$ cat src/rtl/mbc_pkg.sv
package mbc_pkg;
  localparam int unsigned BANK_MAX_W = 7;
  localparam int unsigned RAM_AW     = 15;

  // decode of addr[14:13] inside 0x0000-0x7FFF
  typedef enum logic [1:0] {
    CTL_RAM_GATE = 2'd0,
    CTL_BANK_LO  = 2'd1,
    CTL_BANK_HI  = 2'd2,
    CTL_MODE     = 2'd3
  } ctl_sel_e;

  typedef struct packed {
    logic       ram_en;
    logic       mode;
    logic [1:0] upper;
    logic [4:0] lo;
  } ctl_state_t;
endpackage

$ cat src/rtl/mbc_ctl_regs.sv
module mbc_ctl_regs
  import mbc_pkg::*;
(
  input  logic                  clk_i,
  input  logic                  rst_ni,
  input  logic                  ctl_wr_i,
  input  ctl_sel_e              sel_i,
  input  logic [7:0]            wdata_i,
  output logic [BANK_MAX_W-1:0] rom_bank_o,
  output logic [1:0]            ram_bank_o,
  output logic                  ram_en_o
);
  ctl_state_t st_q;

  always_ff @(posedge clk_i or negedge rst_ni) begin
    if (!rst_ni) begin
      st_q.ram_en <= 1'b0;
      st_q.mode   <= 1'b0;
      st_q.upper  <= 2'd0;
      st_q.lo     <= 5'd1;
    end else if (ctl_wr_i) begin
      unique case (sel_i)
        CTL_RAM_GATE: begin
          if (wdata_i == 8'h0A)      st_q.ram_en <= 1'b1;
          else if (wdata_i == 8'h00) st_q.ram_en <= 1'b0;
        end
        CTL_BANK_LO: st_q.lo <= (wdata_i[4:0] == 5'd0) ? 5'd1 : wdata_i[4:0];
        CTL_BANK_HI: st_q.upper <= wdata_i[1:0];
        CTL_MODE: begin
          // leaving either mode drops what the shared field meant there
          if (wdata_i[0] != st_q.mode) st_q.upper <= 2'd0;
          st_q.mode <= wdata_i[0];
        end
        default: ;
      endcase
    end
  end

  assign rom_bank_o = {(st_q.mode ? 2'd0 : st_q.upper), st_q.lo};
  assign ram_bank_o = st_q.mode ? st_q.upper : 2'd0;
  assign ram_en_o   = st_q.ram_en;

  a_r1_gate_hold: assert property (@(posedge clk_i) disable iff (!rst_ni)
    (ctl_wr_i && sel_i == CTL_RAM_GATE && wdata_i != 8'h0A && wdata_i != 8'h00)
      |=> $stable(ram_en_o));
  a_r2_lo_zero_is_one: assert property (@(posedge clk_i) disable iff (!rst_ni)
    (ctl_wr_i && sel_i == CTL_BANK_LO && wdata_i[4:0] == 5'd0) |=> (rom_bank_o[4:0] == 5'd1));
  a_r5_mode_change_clears: assert property (@(posedge clk_i) disable iff (!rst_ni)
    (ctl_wr_i && sel_i == CTL_MODE && wdata_i[0] != st_q.mode)
      |=> (rom_bank_o[6:5] == 2'd0 && ram_bank_o == 2'd0));
  a_r11_idle_stable: assert property (@(posedge clk_i) disable iff (!rst_ni)
    !ctl_wr_i |=> ($stable(rom_bank_o) && $stable(ram_bank_o) && $stable(ram_en_o)));
endmodule

$ cat src/rtl/mbc_rom_map.sv
module mbc_rom_map
  import mbc_pkg::*;
#(
  parameter int unsigned ROM_BANKS = 128,
  localparam int unsigned BANK_W   = $clog2(ROM_BANKS),
  localparam int unsigned ROM_AW   = BANK_W + 14
) (
  input  logic                  clk_i,
  input  logic                  rst_ni,
  input  logic [14:0]           addr_i,
  input  logic [BANK_MAX_W-1:0] bank_i,
  output logic [ROM_AW-1:0]     rom_addr_o
);
  logic [BANK_W-1:0] bank_eff;

  // power-of-two size: truncation is the wrap mask
  assign bank_eff   = bank_i[BANK_W-1:0];
  assign rom_addr_o = {(addr_i[14] ? bank_eff : {BANK_W{1'b0}}), addr_i[13:0]};

  a_r6_fixed_window: assert property (@(posedge clk_i) disable iff (!rst_ni)
    !addr_i[14] |-> (rom_addr_o[ROM_AW-1:14] == '0));
  a_r7_offset_kept: assert property (@(posedge clk_i) disable iff (!rst_ni)
    rom_addr_o[13:0] == addr_i[13:0]);
endmodule

$ cat src/rtl/mbc_ram_map.sv
module mbc_ram_map
  import mbc_pkg::*;
(
  input  logic              clk_i,
  input  logic              rst_ni,
  input  logic [15:0]       addr_i,
  input  logic              wr_i,
  input  logic [1:0]        bank_i,
  input  logic              en_i,
  input  logic [7:0]        ram_rdata_i,
  output logic [RAM_AW-1:0] ram_addr_o,
  output logic              ram_ce_o,
  output logic              ram_we_o,
  output logic [7:0]        rdata_o
);
  logic in_win;

  assign in_win     = (addr_i[15:13] == 3'b101);
  assign ram_ce_o   = in_win && en_i;
  assign ram_we_o   = ram_ce_o && wr_i;
  assign ram_addr_o = {bank_i, addr_i[12:0]};
  assign rdata_o    = ram_ce_o ? ram_rdata_i : 8'hFF;

  a_r8_off_no_ce: assert property (@(posedge clk_i) disable iff (!rst_ni)
    !en_i |-> (!ram_ce_o && !ram_we_o));
  a_r8_off_reads_ff: assert property (@(posedge clk_i) disable iff (!rst_ni)
    (in_win && !en_i) |-> (rdata_o == 8'hFF));
endmodule

$ cat src/rtl/mbc_bank_ctrl.sv
module mbc_bank_ctrl
  import mbc_pkg::*;
#(
  parameter int unsigned ROM_BANKS = 128,
  localparam int unsigned ROM_AW   = $clog2(ROM_BANKS) + 14
) (
  input  logic              clk_i,
  input  logic              rst_ni,
  input  logic [15:0]       addr_i,
  input  logic [7:0]        wdata_i,
  input  logic              wr_i,
  input  logic [7:0]        ram_rdata_i,
  output logic [ROM_AW-1:0] rom_addr_o,
  output logic [14:0]       ram_addr_o,
  output logic              ram_ce_o,
  output logic              ram_we_o,
  output logic [7:0]        rdata_o
);
  logic                  ctl_wr;
  logic [BANK_MAX_W-1:0] rom_bank;
  logic [1:0]            ram_bank;
  logic                  ram_en;

  assign ctl_wr = wr_i && !addr_i[15];

  mbc_ctl_regs u_regs (
    .clk_i      (clk_i),
    .rst_ni     (rst_ni),
    .ctl_wr_i   (ctl_wr),
    .sel_i      (ctl_sel_e'(addr_i[14:13])),
    .wdata_i    (wdata_i),
    .rom_bank_o (rom_bank),
    .ram_bank_o (ram_bank),
    .ram_en_o   (ram_en)
  );

  mbc_rom_map #(.ROM_BANKS(ROM_BANKS)) u_rom (
    .clk_i      (clk_i),
    .rst_ni     (rst_ni),
    .addr_i     (addr_i[14:0]),
    .bank_i     (rom_bank),
    .rom_addr_o (rom_addr_o)
  );

  mbc_ram_map u_ram (
    .clk_i       (clk_i),
    .rst_ni      (rst_ni),
    .addr_i      (addr_i),
    .wr_i        (wr_i),
    .bank_i      (ram_bank),
    .en_i        (ram_en),
    .ram_rdata_i (ram_rdata_i),
    .ram_addr_o  (ram_addr_o),
    .ram_ce_o    (ram_ce_o),
    .ram_we_o    (ram_we_o),
    .rdata_o     (rdata_o)
  );

  a_r4_ram_bank_mode0_zero: assert property (@(posedge clk_i) disable iff (!rst_ni)
    (rom_bank[6:5] != 2'd0) |-> (ram_addr_o[14:13] == 2'd0));
endmodule

$ cat config.mk
export PLATFORM = sky130hd
export DESIGN_NAME = mbc_bank_ctrl
export DESIGN_NICKNAME = d
export VERILOG_FILES = /design/src/rtl/mbc_pkg.sv /design/src/rtl/mbc_ctl_regs.sv /design/src/rtl/mbc_rom_map.sv /design/src/rtl/mbc_ram_map.sv /design/src/rtl/mbc_bank_ctrl.sv
export SDC_FILE = /design/constraint.sdc
export NUM_CORES = 1
export LEC_CHECK = 0
export CORE_ASPECT_RATIO = 0.7
export CORE_MARGIN = 8
export CORE_UTILIZATION = 30
export DETAILED_ROUTE_END_ITERATION = 12
export PLACE_DENSITY = 0.79
export SYNTH_ARGS = -nofsm -noshare
export SYNTH_HDL_FRONTEND = slang
export SYNTH_SLANG_ARGS = --single-unit
$ cat constraint.sdc
create_clock -name clk_i -period 1.4 [get_ports clk_i]
set_clock_uncertainty 0.15 [all_clocks]
set_input_delay 0.28 -clock clk_i [delete_from_list [all_inputs] [get_ports clk_i]]
set_output_delay 0.28 -clock clk_i [all_outputs]
set_load 0.1 [all_outputs]
; ---- Yosys cells after proc, flatten, opt, wreduce, memory -nomap -nowiden
; Index checks and enable logic that the tools add are counted.
; W data, S select, Z words.
[totals]
register_bits = 9
out_inout_bits = 46
elab_cells = 33
[classes]
n_eq_ne = 7
n_mux = 9
n_reduce_logical = 13
[ops]
columns = op, n
row1 = $eq A8 B4 Y1 const B, 1
row2 = $logic_not A8 Y1, 1
row3 = $mux W8, 1
row4 = $mux W7, 1
row5 = $mux W2, 3
row6 = $reduce_and A3 Y1, 2
row7 = $logic_not A5 Y1, 1
row8 = $mux W5, 1
row9 = $eq A2 B2 Y1 const B, 2
row10 = $pmux W2 S2, 1
row11 = $reduce_and A2 Y1, 2
row12 = $reduce_bool A2 Y1, 2
row13 = $eq A3 B3 Y1 const B, 1
row14 = $logic_and A1 B1 Y1, 3
row15 = $eq A2 B1 Y1 const B, 1
row16 = $logic_not A2 Y1, 1
row17 = $mux W1, 2
row18 = $ne A2 B1 Y1 const B, 1
row19 = $logic_not A1 Y1, 1
row20 = $ne A1 B1 Y1, 1

; ---- Depth between registers and ports, before layout
[depth]
ltp_word = 3
mapped_depth = 5
depth_no_buf = 3

; ---- Modules after synthesis
; Synthesis repeated with hierarchy kept, for this count alone.
[unflattened]
cells_unflattened = 96
area_unflattened_um2 = 853.3
[by_module_without_submodules]
columns = module, n_inst, cells_per_inst, area_per_inst_um2, seq_area_each_um2
row1 = mbc_ctl_regs, 1, 47, 493.0, 226.5
row2 = mbc_ram_map, 1, 27, 197.7, 0.0
row3 = mbc_rom_map, 1, 21, 148.9, 0.0
row4 = mbc_bank_ctrl, 1, 1, 13.8, 0.0

; ---- Worst setup path before layout
; No wires, ideal clock.
[synth_path]
path_kind = input to output
from = input port addr_i[13]
to = output port ram_we_o
t_arrival_ps = 1830
t_required_ps = 970
path_slack_ps = -860
path_stages = 4
path_cell_list = buf_2 -> nand4b_4 -> inv_1 -> and2_2
[synth_between]
elab_chain_cells = 3
[synth_rtl]
columns = element, line
row1 = "start, declared", mbc_bank_ctrl.sv:9  ; input logic [15:0] addr_i,
row2 = $eq A3 B3 Y1, mbc_ram_map.sv:18  ; assign in_win = (addr_i[15:13] == 3'b101);
row3 = $logic_and A1 B1 Y1, mbc_ram_map.sv:19  ; assign ram_ce_o = in_win && en_i;
row4 = net ram_ce_o, mbc_bank_ctrl.sv:15  ; output logic ram_ce_o,
row5 = $logic_and A1 B1 Y1, mbc_ram_map.sv:20  ; assign ram_we_o = ram_ce_o && wr_i;
row6 = "end, declared", mbc_bank_ctrl.sv:16  ; output logic ram_we_o,
; The timed path passes the listed nets, and every way through them passes these cells.

; ---- Final worst setup path
[layout_path]
from = register, netlist name u_regs.ram_en_o
to = output port rdata_o[6]
[layout_between]
elab_chain_cells = 2
[layout_rtl]
columns = element, line
row1 = $logic_and A1 B1 Y1, mbc_ram_map.sv:19
row2 = $mux W8, mbc_ram_map.sv:22  ; assign rdata_o = ram_ce_o ? ram_rdata_i : 8'hFF;
row3 = "end, declared", mbc_bank_ctrl.sv:17  ; output logic [7:0] rdata_o
; Every way passes these cells.

==> results.py <==
metrics = {
    "timing": {
        "fmax_mhz": 598,
        "setup_ws_ns": -0.272,
        "max-slew-margin-rel": 0.730,
        "worstMarginPinSlew_ns": 0.404,
        "rsz0062_at_grt": "yes",
        "finalSetupViolations": 15,
        "min_period_ns": 1.67,
        "drv_slew": 0,
        "fin_crit_sh": 1.19,
        "hold_viol_final": 0,
    },
    "critical_path": {
        "worst_setup_path_end_kind": "output port",
        "max_stage_delay_ns": 0.42,
        "crit_start": "u_regs.ram_en_o",
        "reg2reg_depth": 3,
        "reg2reg_to": "u_regs.st_q[6]",
        "setup.worst_path.start_class": "register",
        "crit_type": "reg -> out",
        "worstPathMaxFanout": 4,
        "r2r_start": "u_regs.st_q[7]",
        "arrival_ns": 1.24,
        "crit_chain": "nand4b_4 > or2_4 > buf_12",
        "cp_slowest_cell": "dfrtp_2",
        "required_ns": 0.97,
        "crit_path_end": "rdata_o[6]",
        "rrSetupSlack_ns": 0.15,
    },
    "power": {
        "pwr_density_cell_nw_per_um2": 981,
        "peakVddDrop_v": 0.000682,
        "pwr-share-seq": 0.243,
        "p_sw_mw": 0.606,
        "p_comb_frac": 0.555,
        "p_leak_nw": 0.700,
        "clkPwrFrac": 0.202,
        "p_total_mw": 1.51,
        "cellInternalPower_mw": 0.900,
        "swShare": 0.402,
    },
    "logic_synthesis": {
        "ys_types": 26,
        "yosys_warnings": 0,
        "synth.mux.area_fraction": 0.0861,
        "synth.avg_cell_area_um2": 9.91,
        "syn_nets": 123,
        "synth_compound_area_frac": 0.0775,
        "netlist_instances": 88,
        "synthXorXnorAreaFrac": 0.0100,
        "synth_top_family_by_area": "simple AND/OR/NAND/NOR gates",
        "synthAdderAreaFrac": 0,
        "synth.ff_latch_count": 9,
        "synthSimpleGateAreaFrac": 0.286,
        "syn_area_um2": 872,
        "yosysSeqAreaShare": 0.260,
    },
    "clock_network": {
        "clock_tree.buffer_depth": 2,
        "clk_latency_ns": 0.23,
        "clock_sinks": 9,
        "clk_pin_slew_ns": 0.05,
        "h-tree-depth": 1,
        "numCtsBuffers": 3,
        "cts_tree": "built",
        "cts-root-buf": "clkbuf_8",
        "postCtsHoldBufs": 0,
    },
    "grt": {
        "grt_pass1_vias": 797,
        "grt_max_degree": 10,
        "grt_usage": 0.104,
        "gr-total-overflow": 0,
        "grt_pass1_wl_mm": 3.92,
        "antenna_found_initial": 0,
    },
    "placed_design": {
        "place_congestion": 0.728,
        "place_area_um2": 1390,
        "port_buffers": 41,
        "place_inst": 145,
        "place_hpwl_mm": 2.00,
    },
    "route": {
        "via_per_inst": 4.48,
        "drc": 0,
        "drt_iter0_drc": 13,
        "wirelength_mm": 2.51,
        "ant_nets": 0,
        "first_pass_iters": 3,
        "vias": 694,
        "post_drt_wl_per_cell_um": 16.2,
    },
    "flow_run": {
        "drv_cap": 0,
    },
    "layout": {
        "area_delta_synth_final_pct": 76.0,
        "final_cells": 155,
        "diodes": 0,
        "drive_gt1_frac": 0.630,
        "final_util": 0.552,
        "design_area_um2": 1540,
        "final_nets": 155,
    },
    "die": {
        "row_count": 16,
        "die_h_um": 61.1,
        "die_area_um2": 4920,
        "initial_utilization": 0.313,
        "dieWidth_um": 80.4,
        "core_area_um2": 2780,
        "ios": 81,
    },
    "hold_path": {
        "hp-class": "in -> async",
    },
    "outcome": {
        "outcome": "finished with violations",
        "violations": "negative setup slack",
    },
}
worst min-delay path by stage:
stage                               from                   end  slack [ns]  cells past startpoint
finish                            rst_ni  u_regs.rom_bank_o[3]        0.20                      1
global route                      rst_ni  u_regs.rom_bank_o[1]        0.23                      1
CTS                               rst_ni  u_regs.rom_bank_o[1]        0.21                      1
detailed placement  u_regs.rom_bank_o[0]  u_regs.rom_bank_o[0]        0.34                      2
global placement    u_regs.rom_bank_o[3]  u_regs.rom_bank_o[3]        0.34                      1
floorplan                         rst_ni       u_regs.ram_en_o       -0.17                      0
kinds of logic (layout without fill, tap and decap cells):
family / after synthesis / count (layout)
buffers and inverters: 34 / 64
and+or+nand+nor: 30 / 31
AOI/OAI and AO/OA: 9 / 9
DFF: 9 / 9
muxes: 5 / 5
xor gates and xnor gates: 1 / 1
through the flow:
step | hold slack [ns] | setup slack [ns] | setup TNS (ns)
floorplan | -0.166 | -0.412 | -1.63
global placement | 0.342 | -0.563 | -12.82
detailed placement | 0.344 | -0.596 | -13.49
CTS | 0.207 | -0.257 | -2.94
global route | 0.234 | -0.298 | -3.43
finish | 0.195 | -0.272 | -3.05
synthesized netlist by cell type (all sizes together):
master / count / area, µm²
nand4: 1 / 6.26
dfrtp: 8 / 200
nor4b: 1 / 23.8
inv: 4 / 15.0
or2: 8 / 50.1
a22o: 2 / 17.5
dfstp: 1 / 26.3
a41oi: 1 / 8.76
a21o: 2 / 15.0
mux2: 5 / 75.1
buf: 30 / 230
o21bai: 1 / 7.51
xnor2: 1 / 8.76
nand4b: 1 / 23.8
a21oi: 2 / 10.0
and3b: 2 / 17.5
and2: 8 / 51.3
nand3b: 1 / 20.0
nor2: 5 / 21.3
nor3: 2 / 10.0
nor4bb: 1 / 25.0
a2bb2oi: 1 / 8.76
layout make-up:
type                            count  area, µm²
Multi-Input combinational cell     46        470
Timing Repair Buffer               56        727
Sequential cell                     9        229
Clock buffer                        4       45.0
Fill cell                         234       1250
Tap cell                           36       45.0
Inverter                            4       18.8
cell usage in the layout (no fill, tap or decap), types with 2 or more instances in the layout:
master	count
buf_12	20
clkdlybuf4s50_1	16
buf_4	11
or2_4	8
and2_4	8
dfrtp_1	6
mux2_4	5
nor2_1	4
buf_6	4
inv_1	3
clkbuf_8	3
nand4b_4	2
and3b_2	2
a21oi_1	2
a21o_1	2
a22o_1	2
dlygate4sd2_1	2
buf_2	2
dfrtp_2	2
worst max-delay path, delay by kind of cell (launching register included):
family / cells / cell delay [ns]
and+or+nand+nor: 2 / 0.42
DFF: 1 / 0.42
buffers and inverters: 1 / 0.16
power by group through the flow:
stage                     clock network [mW]  registers, mW  logic, mW
final                                  0.304          0.366      0.836
after global routing                   0.326          0.372      0.866
after CTS                              0.303          0.366      0.831
after detailed placement                   0          0.364      0.797
after global placement                     0          0.362      0.787
after floorplan                            0          0.350      0.843
per-layer routing:
| metal | global-route usage | up-vias | wire length, µm |
|---|---|---|---|
| met5 | 0 | - | 0 |
| met4 | 0.0902 | 0 | 87 |
| met3 | 0.0233 | 19 | 125 |
| met2 | 0.186 | 17 | 1400 |
| met1 | 0.104 | 328 | 899 |
| li1 | - | 330 | - |
sequential cells by signal, indices dropped and copies added (netlist names):
signal,cells
u_regs.st_q,3
u_regs.ram_en_o,1
u_regs.rom_bank_o,5
repair_timing:
item                                    in CTS  in global routing
gates resized for setup                     35                  0
gates cloned                                 1                  0
buffers inserted                             3                  2
endpoints found under the setup margin      29                 18
pin swaps                                    2                  2
Power figures use the tool's default switching activity.
